$ cat config.mk
export PLATFORM = sky130hd
export DESIGN_NAME = eoi_storm_gate
export DESIGN_NICKNAME = d
export VERILOG_FILES = /design/src/rtl/eoi_pkg.sv /design/src/rtl/eoi_match.sv /design/src/rtl/storm_counter.sv /design/src/rtl/defer_timer.sv /design/src/rtl/eoi_storm_gate.sv
export SDC_FILE = /design/constraint.sdc
export NUM_CORES = 1
export LEC_CHECK = 0
export BUFFER_PORTS_ARGS = -buffer_cell sky130_fd_sc_hd__buf_2
export CAP_MARGIN = 20
export CORE_ASPECT_RATIO = 1.25
export CORE_MARGIN = 2
export CORE_UTILIZATION = 50
export CTS_CLUSTER_SIZE = 16
export DETAILED_ROUTE_END_ITERATION = 16
export PLACE_DENSITY_LB_ADDON = 0.2
export SYNTH_ARGS = -nofsm -noshare
export SYNTH_HDL_FRONTEND = slang
export SYNTH_SLANG_ARGS = --single-unit
$ cat constraint.sdc
create_clock -name clk -period 4.4 [get_ports clk]
set_clock_uncertainty 0.1 [all_clocks]
set_input_delay 0.66 -clock clk [delete_from_list [all_inputs] [get_ports clk]]
set_output_delay 0.66 -clock clk [all_outputs]
set_load 0.05 [all_outputs]
$ cat src/rtl/eoi_pkg.sv
package eoi_pkg;
  // Version value that enables the register form of the acknowledge.
  localparam logic [7:0] EOI_REG_VERSION = 8'h20;
endpackage

$ cat src/rtl/eoi_match.sv
module eoi_match #(
  parameter int NPINS = 24,
  parameter int VEC_W = 8
) (
  input  logic               accept,
  input  logic [VEC_W-1:0]   eoi_vector,
  input  logic [NPINS*VEC_W-1:0] ent_vector,
  input  logic [NPINS-1:0]   ent_level,
  input  logic [NPINS-1:0]   ent_rirr,
  output logic [NPINS-1:0]   hit
);
  for (genvar i = 0; i < NPINS; i++) begin : g_cmp
    assign hit[i] = accept && ent_level[i] && ent_rirr[i] &&
                    (ent_vector[i*VEC_W +: VEC_W] == eoi_vector);
  end
endmodule

$ cat src/rtl/storm_counter.sv
module storm_counter #(
  parameter int CNT_W = 14,
  parameter int LIMIT = 10000
) (
  input  logic clk,
  input  logic rst_n,
  input  logic hit,
  input  logic ready,
  input  logic wr_clr,
  output logic now_o,
  output logic defer_o
);
  logic [CNT_W-1:0] cnt_q, cnt_d;
  logic [CNT_W:0]   cnt_inc;
  logic             at_limit;

  always_comb begin
    cnt_inc  = {1'b0, cnt_q} + (CNT_W+1)'(1);
    at_limit = cnt_inc >= (CNT_W+1)'(LIMIT);
    now_o    = hit && ready && !at_limit;
    defer_o  = hit && ready && at_limit;
    cnt_d    = cnt_q;
    if (wr_clr) begin
      cnt_d = '0;
    end else if (hit) begin
      if (ready && !at_limit) cnt_d = cnt_inc[CNT_W-1:0];
      else                    cnt_d = '0;
    end
  end

  always_ff @(posedge clk or negedge rst_n) begin
    if (!rst_n) cnt_q <= '0;
    else        cnt_q <= cnt_d;
  end

  p_cnt_below_limit_r4: assert property (@(posedge clk) disable iff (!rst_n)
    {1'b0, cnt_q} < (CNT_W+1)'(LIMIT));
  p_write_clears_r6: assert property (@(posedge clk) disable iff (!rst_n)
    wr_clr |=> cnt_q == '0);
  p_idle_pin_clears_r5: assert property (@(posedge clk) disable iff (!rst_n)
    (hit && !ready) |=> cnt_q == '0);
endmodule

$ cat src/rtl/defer_timer.sv
module defer_timer #(
  parameter int DELAY_CYC = 500000
) (
  input  logic clk,
  input  logic rst_n,
  input  logic defer_req,
  output logic fire
);
  localparam int TW = $clog2(DELAY_CYC + 1);
  logic [TW-1:0] tmr_q, tmr_d;
  logic          ending;

  always_comb begin
    ending = tmr_q == TW'(1);
    fire   = ending;
    tmr_d  = tmr_q;
    if (tmr_q != '0) tmr_d = tmr_q - TW'(1);
    if (defer_req && (tmr_q == '0 || ending)) tmr_d = TW'(DELAY_CYC);
  end

  always_ff @(posedge clk or negedge rst_n) begin
    if (!rst_n) tmr_q <= '0;
    else        tmr_q <= tmr_d;
  end

  p_timer_bound_r4: assert property (@(posedge clk) disable iff (!rst_n)
    tmr_q <= TW'(DELAY_CYC));
  p_keep_deadline_r7: assert property (@(posedge clk) disable iff (!rst_n)
    (tmr_q > TW'(1)) |=> tmr_q == $past(tmr_q) - TW'(1));
endmodule

$ cat src/rtl/eoi_storm_gate.sv
module eoi_storm_gate #(
  parameter int NPINS       = 24,
  parameter int VEC_W       = 8,
  parameter int CNT_W       = 14,
  parameter int STORM_LIMIT = 10000,
  parameter int DELAY_CYC   = 500000
) (
  input  logic                   clk,
  input  logic                   rst_n,
  input  logic                   eoi_valid,
  input  logic [VEC_W-1:0]       eoi_vector,
  input  logic                   eoi_from_reg,
  input  logic                   eoi_word_write,
  input  logic [7:0]             dev_version,
  input  logic [NPINS*VEC_W-1:0] ent_vector,
  input  logic [NPINS-1:0]       ent_level,
  input  logic [NPINS-1:0]       ent_mask,
  input  logic [NPINS-1:0]       ent_rirr,
  input  logic [NPINS-1:0]       pin_pending,
  input  logic [NPINS-1:0]       ent_write,
  output logic [NPINS-1:0]       rirr_clr,
  output logic                   reservice_req
);
  import eoi_pkg::*;

  logic             accept;
  logic [NPINS-1:0] hit, now_v, defer_v;
  logic             fire;
  logic [NPINS-1:0] clr_q;
  logic             res_q;

  assign accept = eoi_valid &&
                  (!eoi_from_reg || (eoi_word_write && dev_version == EOI_REG_VERSION));

  eoi_match #(.NPINS(NPINS), .VEC_W(VEC_W)) u_match (
    .accept(accept), .eoi_vector(eoi_vector), .ent_vector(ent_vector),
    .ent_level(ent_level), .ent_rirr(ent_rirr), .hit(hit));

  for (genvar i = 0; i < NPINS; i++) begin : g_pin
    storm_counter #(.CNT_W(CNT_W), .LIMIT(STORM_LIMIT)) u_cnt (
      .clk(clk), .rst_n(rst_n), .hit(hit[i]),
      .ready(!ent_mask[i] && pin_pending[i]), .wr_clr(ent_write[i]),
      .now_o(now_v[i]), .defer_o(defer_v[i]));

    p_clr_match_r1: assert property (@(posedge clk) disable iff (!rst_n)
      rirr_clr[i] |-> $past(eoi_valid && ent_level[i] && ent_rirr[i] &&
                            ent_vector[i*VEC_W +: VEC_W] == eoi_vector));
  end

  defer_timer #(.DELAY_CYC(DELAY_CYC)) u_timer (
    .clk(clk), .rst_n(rst_n), .defer_req(|defer_v), .fire(fire));

  always_ff @(posedge clk or negedge rst_n) begin
    if (!rst_n) begin
      clr_q <= '0;
      res_q <= 1'b0;
    end else begin
      clr_q <= hit;
      res_q <= (|now_v) || fire;
    end
  end

  assign rirr_clr      = clr_q;
  assign reservice_req = res_q;

  p_reg_gate_r2: assert property (@(posedge clk) disable iff (!rst_n)
    (eoi_valid && eoi_from_reg && dev_version != EOI_REG_VERSION) |=> rirr_clr == '0);
  p_no_clr_idle_r1: assert property (@(posedge clk) disable iff (!rst_n)
    !eoi_valid |=> rirr_clr == '0);
endmodule

Yosys cells after proc, flatten, opt, wreduce, memory -nomap -nowiden --
Index checks and enable logic that the tools add are counted.
Word-level totals: register bits 380, latch bits 0, bits in writable memories 0, memory bits (read-only) 0, bits of input ports 333, word-level logic and storage cells 452, memories kept 0
Operators by class: add/sub/neg operators 25, $mul 0, div/mod/pow operators 0, order comparisons 24, equal/unequal tests 26, shifts and indexed selects 0, mux-type cells 74, bitwise logic cells 0, reduce and logical (&&, ||, !) cells 276
Operator list (number):
- two-way mux 14 bit | 72
- adder 14 x 1 -> 15 bit, second input constant | 24
- >= comparator 15 x 14 -> 1 bit, second input constant | 24
- logical AND 1 bit | 195
- equality test 8 bit | 24
- nonzero test 2 bit | 25
- zero test 1 bit | 49
- OR reduction 24 bit | 2
- two-way mux 19 bit | 2
- equality test 19 x 1 -> 1 bit, second input constant | 1
- zero test 19 bit | 1
- nonzero test 19 bit | 1
- subtractor 19 x 1 -> 19 bit, second input constant | 1
- equality test 8 x 6 -> 1 bit, second input constant | 1
- logical OR 1 bit | 3

Logic depth before layout (Yosys ltp) --
Gate-level depths: netlist (run 1).
word-level depth 12, depth in mapped cells 14, depth with buffers taken out 11

Cells and area by module --
A second synthesis (run 1) with hierarchy kept.
Unflattened totals: cells, all modules 3381, area, all modules 29584.6 sq um
Modules (own cells, without submodules):
- storm_counter | instances 24, cells each 120, area an instance 1037.2 sq um, sequential area each 350.3 sq um
- eoi_match | instances 1, cells each 314, area an instance 2681.3 sq um, sequential area each 0.0 sq um
- defer_timer | instances 1, cells each 117, area an instance 1091.0 sq um, sequential area each 475.5 sq um
- eoi_storm_gate | instances 1, cells each 70, area an instance 918.4 sq um, sequential area each 625.6 sq um

Worst setup path before layout (run 1) --
No wires, ideal clock.
kind input to register, start point input eoi_vector[6], end point register g_pin[6].u_cnt.cnt_q[6], setup time 0.095 ns, arrival 3.172 ns, setup slack 1.032 ns, stages on the path 12, buffers on the path 5, cell sequence buf_2 buf_2 buf_2 xnor2_1 nand4_1 nor4_2 nand2_1 or3_1 or2_2 buf_2 buf_2 o31ai_1
Between the ends: cells in the longest elaborated chain, start to end 3
RTL lines:
- start, declared | RTL line eoi_storm_gate.sv:11 | input logic [VEC_W-1:0] eoi_vector,
- equality test 8 bit | RTL line eoi_match.sv:14 | (ent_vector[i*VEC_W +: VEC_W] == eoi_vector);
- logical AND 1 bit | RTL line eoi_match.sv:13 | assign hit[i] = accept && ent_level[i] && ent_rirr[i] &&
- net g_pin[6].u_cnt.hit | RTL line storm_counter.sv:7 | input logic hit,
- nonzero test 2 bit (no source line)
- end signal, assigned | RTL line storm_counter.sv:33 | else cnt_q <= cnt_d;
- end, declared | RTL line storm_counter.sv:13 | logic [CNT_W-1:0] cnt_q, cnt_d;
The timed path passes the listed nets, and every way through them passes these cells. A chain may end at the register's enable or synchronous reset.

Worst setup path after layout (run 1) --
start point register g_pin[19].u_cnt.cnt_q[0], end point register u_timer.tmr_q[16]
Between the ends: cells in the longest elaborated chain, start to end 6, elaborated cells on any way between the ends 7, those cells by class add/sub (1); order compare (1); mux (1); reduce/logical (4)
RTL lines:
- start, declared | RTL line storm_counter.sv:13
- start signal, assigned | RTL line storm_counter.sv:33
- adder 14 x 1 -> 15 bit (*) | RTL line storm_counter.sv:18 | cnt_inc = {1'b0, cnt_q} + (CNT_W+1)'(1);
- >= comparator 15 x 14 -> 1 bit (*) | RTL line storm_counter.sv:19 | at_limit = cnt_inc >= (CNT_W+1)'(LIMIT);
- logical AND 1 bit (*) | RTL line storm_counter.sv:21 | defer_o = hit && ready && at_limit;
- OR reduction 24 bit (*) | RTL line eoi_storm_gate.sv:51 | .clk(clk), .rst_n(rst_n), .defer_req(|defer_v), .fire(fire));
- logical AND 1 bit (*) | RTL line defer_timer.sv:18 | if (defer_req && (tmr_q == '0 || ending)) tmr_d = TW'(DELAY_CYC);
- two-way mux 19 bit / nonzero test 2 bit (equally long branches)
- end signal, assigned | RTL line defer_timer.sv:23 | else tmr_q <= tmr_d;
- end, declared | RTL line defer_timer.sv:10 | logic [TW-1:0] tmr_q, tmr_d;
Every way passes the cells marked *; elsewhere a longest branch is shown, timed or not.

==> summary.md, run 1 <==
| Metric | Value |
|---|---|
| Clock buffer depth | `3` |
| Met1 global-route usage | `37.01%` |
| Post-synthesis xor/xnor area fraction | `8.533%` |
| Overall power | `8.125 mW` |
| RSZ-0062 raised after global routing | `false` |
| Tmin final | `3929 ps` |
| DIE HEIGHT | `265.3 µm` |
| DR DRC count | `0` |
| R2R Setup Slk | `470 ps` |
| DRT iter0 DRCs | `1997` |
| Crit share post-route | `89.29%` |
| Initial core utilization | `50.71%` |
| H-tree lvl count | `2` |
| Comb pwr share | `8.3%` |
| Netlist cell types | `93` |
| Via count | `26680` |
| Clk Latency, worst-skew pair | `590 ps` |
| Sequential-to-total area share from yosys stat | `34.83%` |
| Power per cell area | `259.6 mW/mm²` |
| Leakage dissipation | `12.96 nW` |
| Die Width | `213.0 µm` |
| Area of the multi-input gates | `0.01662 mm²` |
| Slowest CP cell | `a2111oi_0` |
| Post-layout util | `58.13%` |
| Initial DRT Pass Iterations | `8` |
| Post-CTS setup buffer count | `0` |
| Top delay family on crit path | `simple AND/OR/NAND/NOR gates` |
| Main combinational cell family by area after synthesis | `simple AND/OR/NAND/NOR gates` |
| CTS tree | `yes` |
| Mux cell area share after synthesis | `1.627%` |
| Critical path type | `reg2reg` |
| Worst-margin pin slew | `882.7 ps` |
| Ys flop type | `dfrtp_1` |
| Core ar. | `0.05385 mm²` |
| Antenna violations before repair | `9` |
| Placed Cells | `4342` |
| Simple-gate share of the synthesized area | `28.86%` |
| Pre-CTS WS | `475.3 ps` |
| Routability cong. | `0.9432` |
| # rows | `95` |
| Critical path, cell by cell | `ha_1 > and4_1 > and3_1 > mux2_2 > or2_2 > a21oi_1 > o221ai_1 > a2111oi_0 > and3_1 > and3_1 > a2bb2o_4` |
| Met3 Track Usage GR | `4.002%` |
| Async set-reset flop share out of synthesis | `100.0%` |
| First-pass GRT wire length | `129500 µm` |
| Routed wire length | `80820 µm` |
| Final Non-Filler Cells | `4428` |
| Top post-synthesis cells by count | `o21ai_0, dfrtp_1, nor2_1` |
| Max VDD drop | `0.2859 mV` |
| Synth top area share | `34.83%` |
| Vias per cell | `6.025` |
| Max-slew headroom | `40.93%` |
| Final Net Count | `4021` |
| Post-synth EDFFs | `0` |
| Cells after Synth | `3386` |
| Final TNS setup | `0 ps` |
| GR Overflow Total | `0` |
| Synth Area in Compound Gates | `20.59%` |
| Setup violators final | `0` |
| Synthesized flop and latch total | `380` |
| Crit. End Element | `flip-flop` |
| GRT Max-Usage Layer | `met2` |
| Switch Pwr | `1.962 mW` |
| Placed Area | `0.02976 mm²` |
| Count leader, synth | `o21ai_0` |
| Top cell type by total area after synthesis | `dfrtp_1` |
| Final ANT Viol Nets | `0` |
| Global Route met2 Usage | `48.13%` |
| WL per Instance | `18.25 µm` |
| Startpoint class of the critical path | `flip-flop` |
| Worst setup margin | `471.3 ps` |
| Largest net degree at the start of global routing | `101` |
| I/O pin count | `358` |
| WHS | `142.5 ps` |
| Layout cell share with drive strength beyond 1 | `15.73%` |
| Register area | `0.009509 mm²` |
| CTS clk-pin slew, worst paths | `60 ps` |
| Ys Warns | `0` |
| Crit path buf inv count | `0` |
| CP required | `4780 ps` |
| Leading post-synthesis cells by cell area | `dfrtp_1, o21ai_0, xnor2_1, nor2_1, nand3_1` |
| Worst path arrival time | `4310 ps` |
| Most Frequent Cell on Critical Path | `and3_1` |
| Adder-Cell Fraction of Synth Area | `1.191%` |
| Design area | `0.03130 mm²` |
| Syn_nets | `3745` |
| Fillers | `4963` |
| Switching share of power | `24.15%` |
| Status | `complete, no violations` |
| P_int | `6.163 mW` |
| Vias in the first global route | `24350` |
| CTS Buf Count | `44` |
| Syn avg cell area | `8.064 µm²` |
| Seq pwr share | `43.6%` |
| Final HPWL DP | `60450 µm` |
| Slew Limit Fails | `0` |
| Tot GR Track Use | `28.42%` |
| Worst Path Max Fanout | `9` |
| Clk sinks | `380` |
| Final Hold Vio Count | `0` |
| CTS Root Cell | `clkbuf_16` |
| F_max | `0.2545 GHz` |
| Min-Delay Path Class | `in2reg` |
| Max-cap violations | `0` |
| Clk network pwr share | `48.2%` |
| Die Area | `0.05650 mm²` |
| Worst path max stage delay | `570 ps` |
| Area growth, synth to finish | `14.64%` |
| I/O Buffers | `357` |
| Syn Std Cell Area | `0.02730 mm²` |
[registers in the layout, summed over array words and instances (netlist names)]
name,cells
g_pin.u_cnt.cnt_q,336
u_timer.tmr_q,19
reservice_req,1
rirr_clr,24
[area by class of cell]
cell class	count	share of cell area, %
well taps	727	2.906
repair buffers	421	7.563
inverters	98	1.175
clock buffers	59	3.925
diodes	7	0.05596
flip-flops and latches	380	30.38
multi-input cells	2717	53.10
clock inverters	19	0.8954
[timing repair]
item / 4_1_cts / 5_1_grt
hold buffers: 1 / 0
gates resized for setup: 0 / 0
endpoints found under the hold margin: 58 / 0
endpoints found under the setup margin: 0 / 0
[power by group through the flow]
stage               registers (mW)  clock network, mW  logic [mW]
finish                        3.54               3.92       0.670
CTS                           3.54               3.99       0.676
global placement              3.60                  0       0.671
detailed placement            3.60                  0       0.673
floorplan                     3.60                  0       0.292
global route                  3.54               4.13       0.728
[kinds of logic after synthesis]
logic type / Yosys count
AO/OA/AOI/OAI: 891
flip-flops: 380
AND/OR/NAND/NOR: 1492
buffers and inverters: 289
adder cells (fa/ha/maj): 26
XOR/XNOR: 266
multiplexers: 42
[cells in the final DEF (no fill, tap or decap), drive strengths merged, types with 49 or more instances in the layout]
cell      n
a21oi   102
a31oi    49
and3     76
buf     420
clkbuf   59
dfrtp   380
inv     100
nand2   289
nand2b   55
nand3   219
nand4    85
nor2    294
nor2b    65
nor3     98
nor4     72
o21ai   385
o31ai   137
or3      51
xnor2   181
xor2     85
[worst paths after layout]
path | from | end | cells after the start
setup / recovery | g_pin[19].u_cnt.cnt_q[0]$_DFFE_PN0P_ | u_timer.tmr_q[16]$_DFFE_PN0P_ | 11
hold / removal | ent_write[8] | g_pin[8].u_cnt.cnt_q[0]$_DFFE_PN0P_ | 2
setup reg to reg | g_pin[19].u_cnt.cnt_q[0]$_DFFE_PN0P_ | u_timer.tmr_q[16]$_DFFE_PN0P_ | 11
hold reg to reg | u_timer.tmr_q[18]$_DFFE_PN0P_ | u_timer.tmr_q[18]$_DFFE_PN0P_ | 2
max in group asynchronous | rst_n | g_pin[23].u_cnt.cnt_q[1]$_DFFE_PN0P_ | 3
min in group asynchronous | rst_n | g_pin[21].u_cnt.cnt_q[12]$_DFFE_PN0P_ | 2
[layer usage]
| metal | part of all wire (%) | vias to the layer above |
|---|---|---|
| met5 | 0.016 | - |
| li1 | - | 12980 |
| met1 | 43 | 12750 |
| met2 | 48 | 810 |
| met3 | 5.8 | 137 |
| met4 | 3.2 | 2 |
(Power assumes the default switching activity.)
==> inputs of run 2 (changes only) <==
--- a/config.mk
+++ b/config.mk
@@ -5,7 +5,7 @@
 export SDC_FILE = /design/constraint.sdc
 export NUM_CORES = 1
 export LEC_CHECK = 0
-export BUFFER_PORTS_ARGS = -buffer_cell sky130_fd_sc_hd__buf_2
+export BUFFER_PORTS_ARGS = -buffer_cell sky130_fd_sc_hd__buf_4
 export CAP_MARGIN = 20
 export CORE_ASPECT_RATIO = 1.25
 export CORE_MARGIN = 2
==> summary.md, run 2 (synthesis results as in run 1) <==
| Metric | Value |
|---|---|
| Comb pwr share | `9.3% (+1.0 points)` |
| Layout cell share with drive strength beyond 1 | `15.26% (-0.47 points)` |
| Largest Register | `g_pin.u_cnt.cnt_q` |
| Seq pwr share | `45.0% (+1.4 points)` |
| CTS Root Cell | `clkbuf_16` |
| CP required | `4780 ps (about the same)` |
| Min-Delay Path Class | `in2async` |
| # rows | `95 (unchanged)` |
| Setup violators final | `0 (unchanged)` |
| Overall power | `7.860 mW (-3.3%)` |
| Critical path, cell by cell | `nand4_1 > nor4_1 > mux2_2 > and4_1 > o21ai_0 > o221ai_1 > nor3_1 > and3_1 > and3_1 > a2bb2o_4` |
| DR DRC count | `0 (unchanged)` |
| Worst-margin pin slew | `895.9 ps (+13.22 ps)` |
| Final HPWL DP | `58850 µm (-2.6%)` |
| Routed wire length | `80000 µm (-1.0%)` |
| GR Overflow Total | `0 (unchanged)` |
| Routability cong. | `0.9061 (-3.9%)` |
| Final ANT Viol Nets | `0 (unchanged)` |
| Core ar. | `0.05385 mm² (unchanged)` |
| P_int | `5.945 mW (-3.5%)` |
| Initial DRT Pass Iterations | `5 (-3)` |
| First-pass GRT wire length | `127400 µm (-1.7%)` |
| Clk sinks | `380 (unchanged)` |
| Final Hold Vio Count | `10 (+10)` |
| Max-slew headroom | `40.05% (-0.88 points)` |
| Hold buffers post-CTS | `0 (-1)` |
| Worst Path Max Fanout | `7 (-2)` |
| F_max | `0.2512 GHz (-1.3%)` |
| Worst path arrival time | `4360 ps (+50 ps)` |
| Vias in the first global route | `24600 (+1.0%)` |
| Die Area | `0.05650 mm² (unchanged)` |
| Crit. End Element | `flip-flop` |
| Status | `complete, but fails checks` |
| Tmin final | `3981 ps (+52.34 ps)` |
| Critical path type | `reg2reg` |
| I/O Buffers | `357 (unchanged)` |
| Largest net degree at the start of global routing | `92 (-8.9%)` |
| Placed Area | `0.03053 mm² (+2.6%)` |
| Final Net Count | `4007 (-0.35%)` |
| Most frequent cells in the layout | `buf_4, o21ai_0, dfrtp_1, nor2_1, nand2_1` |
| Clk Latency, worst-skew pair | `590 ps (about the same)` |
| Vias per cell | `6.052 (+0.44%)` |
| CTS Buf Count | `44 (unchanged)` |
| Switching share of power | `24.36% (+0.21 points)` |
| Most common cell after layout, fill and taps aside | `buf_4` |
| Crit share post-route | `90.48% (+1.2 points)` |
| Startpoint class of the critical path | `flip-flop` |
| DIE HEIGHT | `265.3 µm (unchanged)` |
| Clock buffer depth | `3 (unchanged)` |
| Leakage dissipation | `13.10 nW (+1.1%)` |
| Initial core utilization | `50.71% (unchanged)` |
| Clk network pwr share | `45.6% (-2.6 points)` |
| Max FFs per register | `336 (unchanged)` |
| Final TNS setup | `0 ps (unchanged)` |
| Power per cell area | `246.4 mW/mm² (-5.1%)` |
| CTS tree | `yes` |
| Most Frequent Cell on Critical Path | `and3_1` |
| Post-cts sizing count | `0 (unchanged)` |
| Max VDD drop | `0.2403 mV (-16%)` |
| Slowest CP cell | `nor4_1` |
| Failing checks | `negative hold slack` |
| CTS clk-pin slew, worst paths | `60 ps (about the same)` |
| Tot GR Track Use | `27.79% (-0.63 points)` |
| Post-CTS setup buffer count | `0 (unchanged)` |
| Design area | `0.03190 mm² (+1.9%)` |
| Max-cap violations | `0 (unchanged)` |
| Slew Limit Fails | `0 (unchanged)` |
| Switch Pwr | `1.915 mW (-2.4%)` |
| Via count | `26650 (-0.10%)` |
| I/O pin count | `358 (unchanged)` |
| Antenna violations before repair | `2 (-7)` |
| Area growth, synth to finish | `16.84%` |
| DRT iter0 DRCs | `2511 (+26%)` |
| WHS | `-14.92 ps (-157.4 ps)` |
| RSZ-0062 raised after global routing | `false` |
| Die Width | `213.0 µm (unchanged)` |
| R2R Setup Slk | `420 ps (-50 ps)` |
| H-tree lvl count | `2 (unchanged)` |
| Worst path max stage delay | `480 ps (-90 ps)` |
| WL per Instance | `18.16 µm (-0.48%)` |
-- run 2: changes by cell type in the layout (fill, tap and decap cells not counted) --
cell / previous run / this run
buf_12: 7 / 5
buf_2: 356 / 0
buf_4: 56 / 401
bufinv_16: 7 / 1
clkbuf_1: 9 / 12
clkbuf_8: 5 / 9
clkinv_2: 9 / 5
clkinvlp_4: 1 / 0
diode_2: 7 / 1
dlygate4sd3_1: 1 / 0
-- run 2: final cells by class --
type / count / area, µm²
Fill cell: 4965 / 21940
Sequential cell: 380 / 9509
Antenna cell: 1 / 2.502
Clock buffer: 66 / 1295
Inverter: 98 / 367.9
Multi-Input combinational cell: 2717 / 16620
Tap cell: 727 / 909.6
Timing Repair Buffer: 407 / 3126
Clock inverter: 8 / 72.57
-- run 2: routing by layer --
metal  vias to the layer above  share of wire (%)  GRT usage (%)
li1                      12950                  -              -
met1                     12760                 43          35.93
met2                       787                 48          47.32
met3                       155                5.5          3.884
met4                         0                3.6          9.866
met5                         -                  0              0
-- run 2: final timing paths --
path / cells past startpoint / startpoint / endpoint
setup / recovery: 10 / g_pin[3].u_cnt.cnt_q[3]$_DFFE_PN0P_ / u_timer.tmr_q[16]$_DFFE_PN0P_
hold / removal: 1 / rst_n / g_pin[21].u_cnt.cnt_q[10]$_DFFE_PN0P_
setup reg to reg: 10 / g_pin[3].u_cnt.cnt_q[3]$_DFFE_PN0P_ / u_timer.tmr_q[16]$_DFFE_PN0P_
hold reg to reg: 2 / u_timer.tmr_q[18]$_DFFE_PN0P_ / u_timer.tmr_q[18]$_DFFE_PN0P_
max in group asynchronous: 2 / rst_n / g_pin[19].u_cnt.cnt_q[8]$_DFFE_PN0P_
min in group clk: 2 / ent_write[13] / g_pin[13].u_cnt.cnt_q[0]$_DFFE_PN0P_
-- run 2: stage by stage --
stage	std cells	hold slack (ps)	worst slack (ps)	util (%)
after detailed placement	4329	389.0	309.3	56.70
after floorplan	3386	264.4	1032	-
after global routing	4404	32.09	248.6	59.25
after CTS	4403	12.90	457.8	59.24
after global placement	4329	372.1	338.7	56.70
final	4404	-14.92	419.0	59.25
-- run 2: worst max-delay path, delay by kind of cell (launching register included) --
kind	cells	cell delay, ps
compound gates	3	940
flops	1	430
simple gates	6	2000
mux	1	380
-- run 2: power by group through the flow --
stage                     combinational (mW)  clock, mW  sequential, mW
after floorplan                        0.292          0            3.60
after global placement                 0.732          0            3.60
after detailed placement               0.737          0            3.60
after CTS                              0.739       3.66            3.54
after global routing                   0.793       3.81            3.54
final                                  0.732       3.59            3.54
==> inputs of run 3 (changes only) <==
--- a/config.mk
+++ b/config.mk
@@ -5,6 +5,7 @@
 export SDC_FILE = /design/constraint.sdc
 export NUM_CORES = 1
 export LEC_CHECK = 0
+export ABC_AREA = 1
 export BUFFER_PORTS_ARGS = -buffer_cell sky130_fd_sc_hd__buf_4
 export CAP_MARGIN = 20
 export CORE_ASPECT_RATIO = 1.25
==> constraint.sdc (replaced) <==
create_clock -name clk -period 4.3 [get_ports clk]
set_clock_uncertainty 0.1 [all_clocks]
set_input_delay 0.645 -clock clk [delete_from_list [all_inputs] [get_ports clk]]
set_output_delay 0.645 -clock clk [all_outputs]
set_load 0.05 [all_outputs]
==> summary.md, run 3 <==
| Metric | Value |
|---|---|
| Syn avg cell area | `6.585 µm² (-18%)` |
| Slew Limit Fails | `0 (unchanged)` |
| CP required | `4660 ps (-120 ps)` |
| Final HPWL DP | `79530 µm (+35%)` |
| DR DRC count | `0 (unchanged)` |
| First-pass GRT wire length | `162700 µm (+28%)` |
| Worst path arrival time | `3570 ps (-790 ps)` |
| Max VDD drop | `0.2733 mV (+14%)` |
| Area growth, synth to finish | `16.10%` |
| Post-synth EDFFs | `0 (unchanged)` |
| Ys flop type | `dfrtp_1` |
| Min-Delay Path Class | `in2reg` |
| Die Width | `223.8 µm (+5.1%)` |
| Initial core utilization | `50.60% (-0.11 points)` |
| Crit. End Element | `flip-flop` |
| Clk sinks | `380 (unchanged)` |
| Syn_nets | `4945 (+32%)` |
| H-tree lvl count | `2 (unchanged)` |
| Post-layout util | `58.75% (-0.50 points)` |
| Depth of the most critical reg-to-reg path | `14 (+4)` |
| CTS Buf Count | `45 (+2.3%)` |
| Power per cell area | `243.8 mW/mm² (-1.1%)` |
| Worst Path Max Fanout | `15 (+8)` |
| Tmin final | `3213 ps (-767.7 ps)` |
| Crit share post-route | `74.73% (-16 points)` |
| Hold buffers post-CTS | `1 (+1)` |
| Cells after Synth | `4586 (+35%)` |
| Vias in the first global route | `30600 (+24%)` |
| Leading post-synthesis cells by cell area | `dfrtp_1, nand2_1, nor2_1, inv_1, nand3_1` |
| Ys Warns | `0 (unchanged)` |
| Initial DRT Pass Iterations | `6 (+1)` |
| # rows | `100 (+5.3%)` |
| Pre-CTS WS | `551.0 ps (+241.8 ps)` |
| Top cell type by total area after synthesis | `dfrtp_1` |
| Top post-synthesis cells by count | `nand2_1, nor2_1, inv_1` |
| Via count | `32390 (+22%)` |
| Async set-reset flop share out of synthesis | `100.0% (unchanged)` |
| Post-cts sizing count | `0 (unchanged)` |
| R2R Setup Slk | `1090 ps (+670 ps)` |
| DIE HEIGHT | `278.8 µm (+5.1%)` |
| Final Net Count | `5278 (+32%)` |
| CTS tree | `yes` |
| Post-CTS setup buffer count | `0 (unchanged)` |
| Syn Std Cell Area | `0.03020 mm² (+11%)` |
| Comb pwr share | `12.6% (+3.3 points)` |
| Largest net degree at the start of global routing | `110 (+20%)` |
| I/O pin count | `358 (unchanged)` |
| Routed wire length | `103500 µm (+29%)` |
| Tot GR Track Use | `32.92% (+5.1 points)` |
| Worst-margin pin slew | `959.2 ps (+63.27 ps)` |
| Vias per cell | `5.652 (-6.6%)` |
| Clk network pwr share | `45.6% (about the same)` |
| Count leader, synth | `nand2_1` |
| WL per Instance | `18.07 µm (-0.51%)` |
| F_max | `0.3112 GHz (+24%)` |
| Max FFs per register | `336 (unchanged)` |
| Overall power | `8.548 mW (+8.8%)` |
| Worst Hold Path Cells | `2` |
| Die Area | `0.06239 mm² (+10%)` |
| WHS | `181.5 ps (+196.4 ps)` |
| Max-cap violations | `0 (unchanged)` |
| Worst setup margin | `1087 ps (+667.7 ps)` |
| DRT iter0 DRCs | `2529 (+0.72%)` |
| Clock buffer depth | `3 (unchanged)` |
| Most frequent cells in the layout | `nand2_1, nor2_1, inv_1, nand3_1, dfrtp_1` |
| Critical path type | `reg2reg` |
| Largest Register | `g_pin.u_cnt.cnt_q` |
| Status | `complete, no violations` |
| Antenna violations before repair | `18 (+16)` |
| Clk Latency, worst-skew pair | `600 ps (about the same)` |
| Most common cell after layout, fill and taps aside | `nand2_1` |
| Core ar. | `0.05968 mm² (+11%)` |
| CTS clk-pin slew, worst paths | `60 ps (about the same)` |
| Setup violators final | `0 (unchanged)` |
| Switching share of power | `26.93% (+2.6 points)` |
| Max-slew headroom | `35.82% (-4.2 points)` |
| Sequential-to-total area share from yosys stat | `31.49% (-3.3 points)` |
| Synthesized flop and latch total | `380 (unchanged)` |
| RSZ-0062 raised after global routing | `false` |
| Leakage dissipation | `15.94 nW (+22%)` |
| Synth top area share | `31.49% (-3.3 points)` |
| GR Overflow Total | `0 (unchanged)` |
| Layout cell share with drive strength beyond 1 | `12.75% (-2.5 points)` |
| Register area | `0.009509 mm² (unchanged)` |
| Switch Pwr | `2.302 mW (+20%)` |
| Area of the multi-input gates | `0.01788 mm² (+7.6%)` |
| I/O Buffers | `357 (unchanged)` |
| Routability cong. | `0.9895 (+9.2%)` |
| Startpoint class of the critical path | `flip-flop` |
| Final ANT Viol Nets | `0 (unchanged)` |
| P_int | `6.246 mW (+5.1%)` |
| Final TNS setup | `0 ps (unchanged)` |
| Final Hold Vio Count | `0 (-10)` |
| Seq pwr share | `41.8% (-3.2 points)` |
| Fillers | `5787 (+17%)` |
| Netlist cell types | `56 (-40%)` |
| CTS Root Cell | `clkbuf_16` |
## run 3: cell types whose count changed after synthesis, moves of 83 or more
cell      delta
inv_1      +485
nor2_1     +309
clkbuf_1    -83
o32ai_1    +143
o21ai_0    -249
nand3_1    +176
nand4_1     +86
xnor2_1    -103
nand2_1    +982
## run 3: routing by layer
metal	wire, µm	track usage (%)	part of all wire (%)	up-vias
li1	-	-	-	15910
met1	40610	39.96	39	14960
met2	48360	54.61	47	1233
met3	8243	6.587	8.0	280
met4	6316	18.56	6.1	4
met5	23	0	0.022	-
## run 3: final timing paths
path                                                           start                                   end
worst min register to register   g_pin[1].u_cnt.cnt_q[4]$_DFFE_PN0P_   g_pin[1].u_cnt.cnt_q[4]$_DFFE_PN0P_
worst max-delay path            g_pin[12].u_cnt.cnt_q[0]$_DFFE_PN0P_               reservice_req$_DFF_PN0_
min in group asynchronous                                      rst_n  g_pin[9].u_cnt.cnt_q[11]$_DFFE_PN0P_
worst min-delay path                                   ent_write[18]  g_pin[18].u_cnt.cnt_q[0]$_DFFE_PN0P_
max in group asynchronous                                      rst_n  g_pin[10].u_cnt.cnt_q[9]$_DFFE_PN0P_
worst max register to register  g_pin[12].u_cnt.cnt_q[0]$_DFFE_PN0P_               reservice_req$_DFF_PN0_
## run 3: logic make-up (layout without fill, tap and decap cells)
logic type,Yosys count,after routing,synth area share [%]
fa+ha+maj,26,26,1.077
compound gates,515,515,11.95
other cells,0,16,0
xor+xnor,164,164,4.756
flops,380,380,31.49
buf+inv,706,1069,9.301
simple gates,2795,2795,41.43
## run 3: worst max-delay path, stage by stage (launching register included)
cell	delay, ps
dfrtp_1	430
ha_1	230
nand2_2	70
nor2_2	400
nand3_1	130
nand2_1	80
nand2_1	60
nor2_1	130
nand2_1	70
nand2_1	60
nand2_1	60
nand3_1	610
nand4_1	170
nor3_1	370
nand2_1	90
## run 3: layout make-up
cell class / instances / area share [%]
multi-input cells: 3500 / 51.00
flip-flops and latches: 380 / 27.12
repair buffers: 377 / 8.279
inverters: 615 / 6.598
clock buffers: 61 / 3.676
well taps: 765 / 2.730
clock inverters: 16 / 0.4853
diodes: 16 / 0.1142
## run 3: stage by stage
stage	std cells	instance area [µm²]
6_report	5730	35060
5_1_grt	5730	35060
4_1_cts	5714	35020
3_5_place_dp	5636	33550
3_3_place_gp	5636	33550
2_1_floorplan	4586	30200
## run 3: power groups by stage
| stage | clock network [mW] | logic (mW) | registers (mW) |
|---|---|---|---|
| after floorplan | 0 | 0.490 | 3.64 |
| after CTS | 3.97 | 1.06 | 3.58 |
| after detailed placement | 0 | 1.05 | 3.64 |
| after global placement | 0 | 1.06 | 3.64 |
| final | 3.90 | 1.08 | 3.58 |
| after global routing | 4.10 | 1.17 | 3.57 |
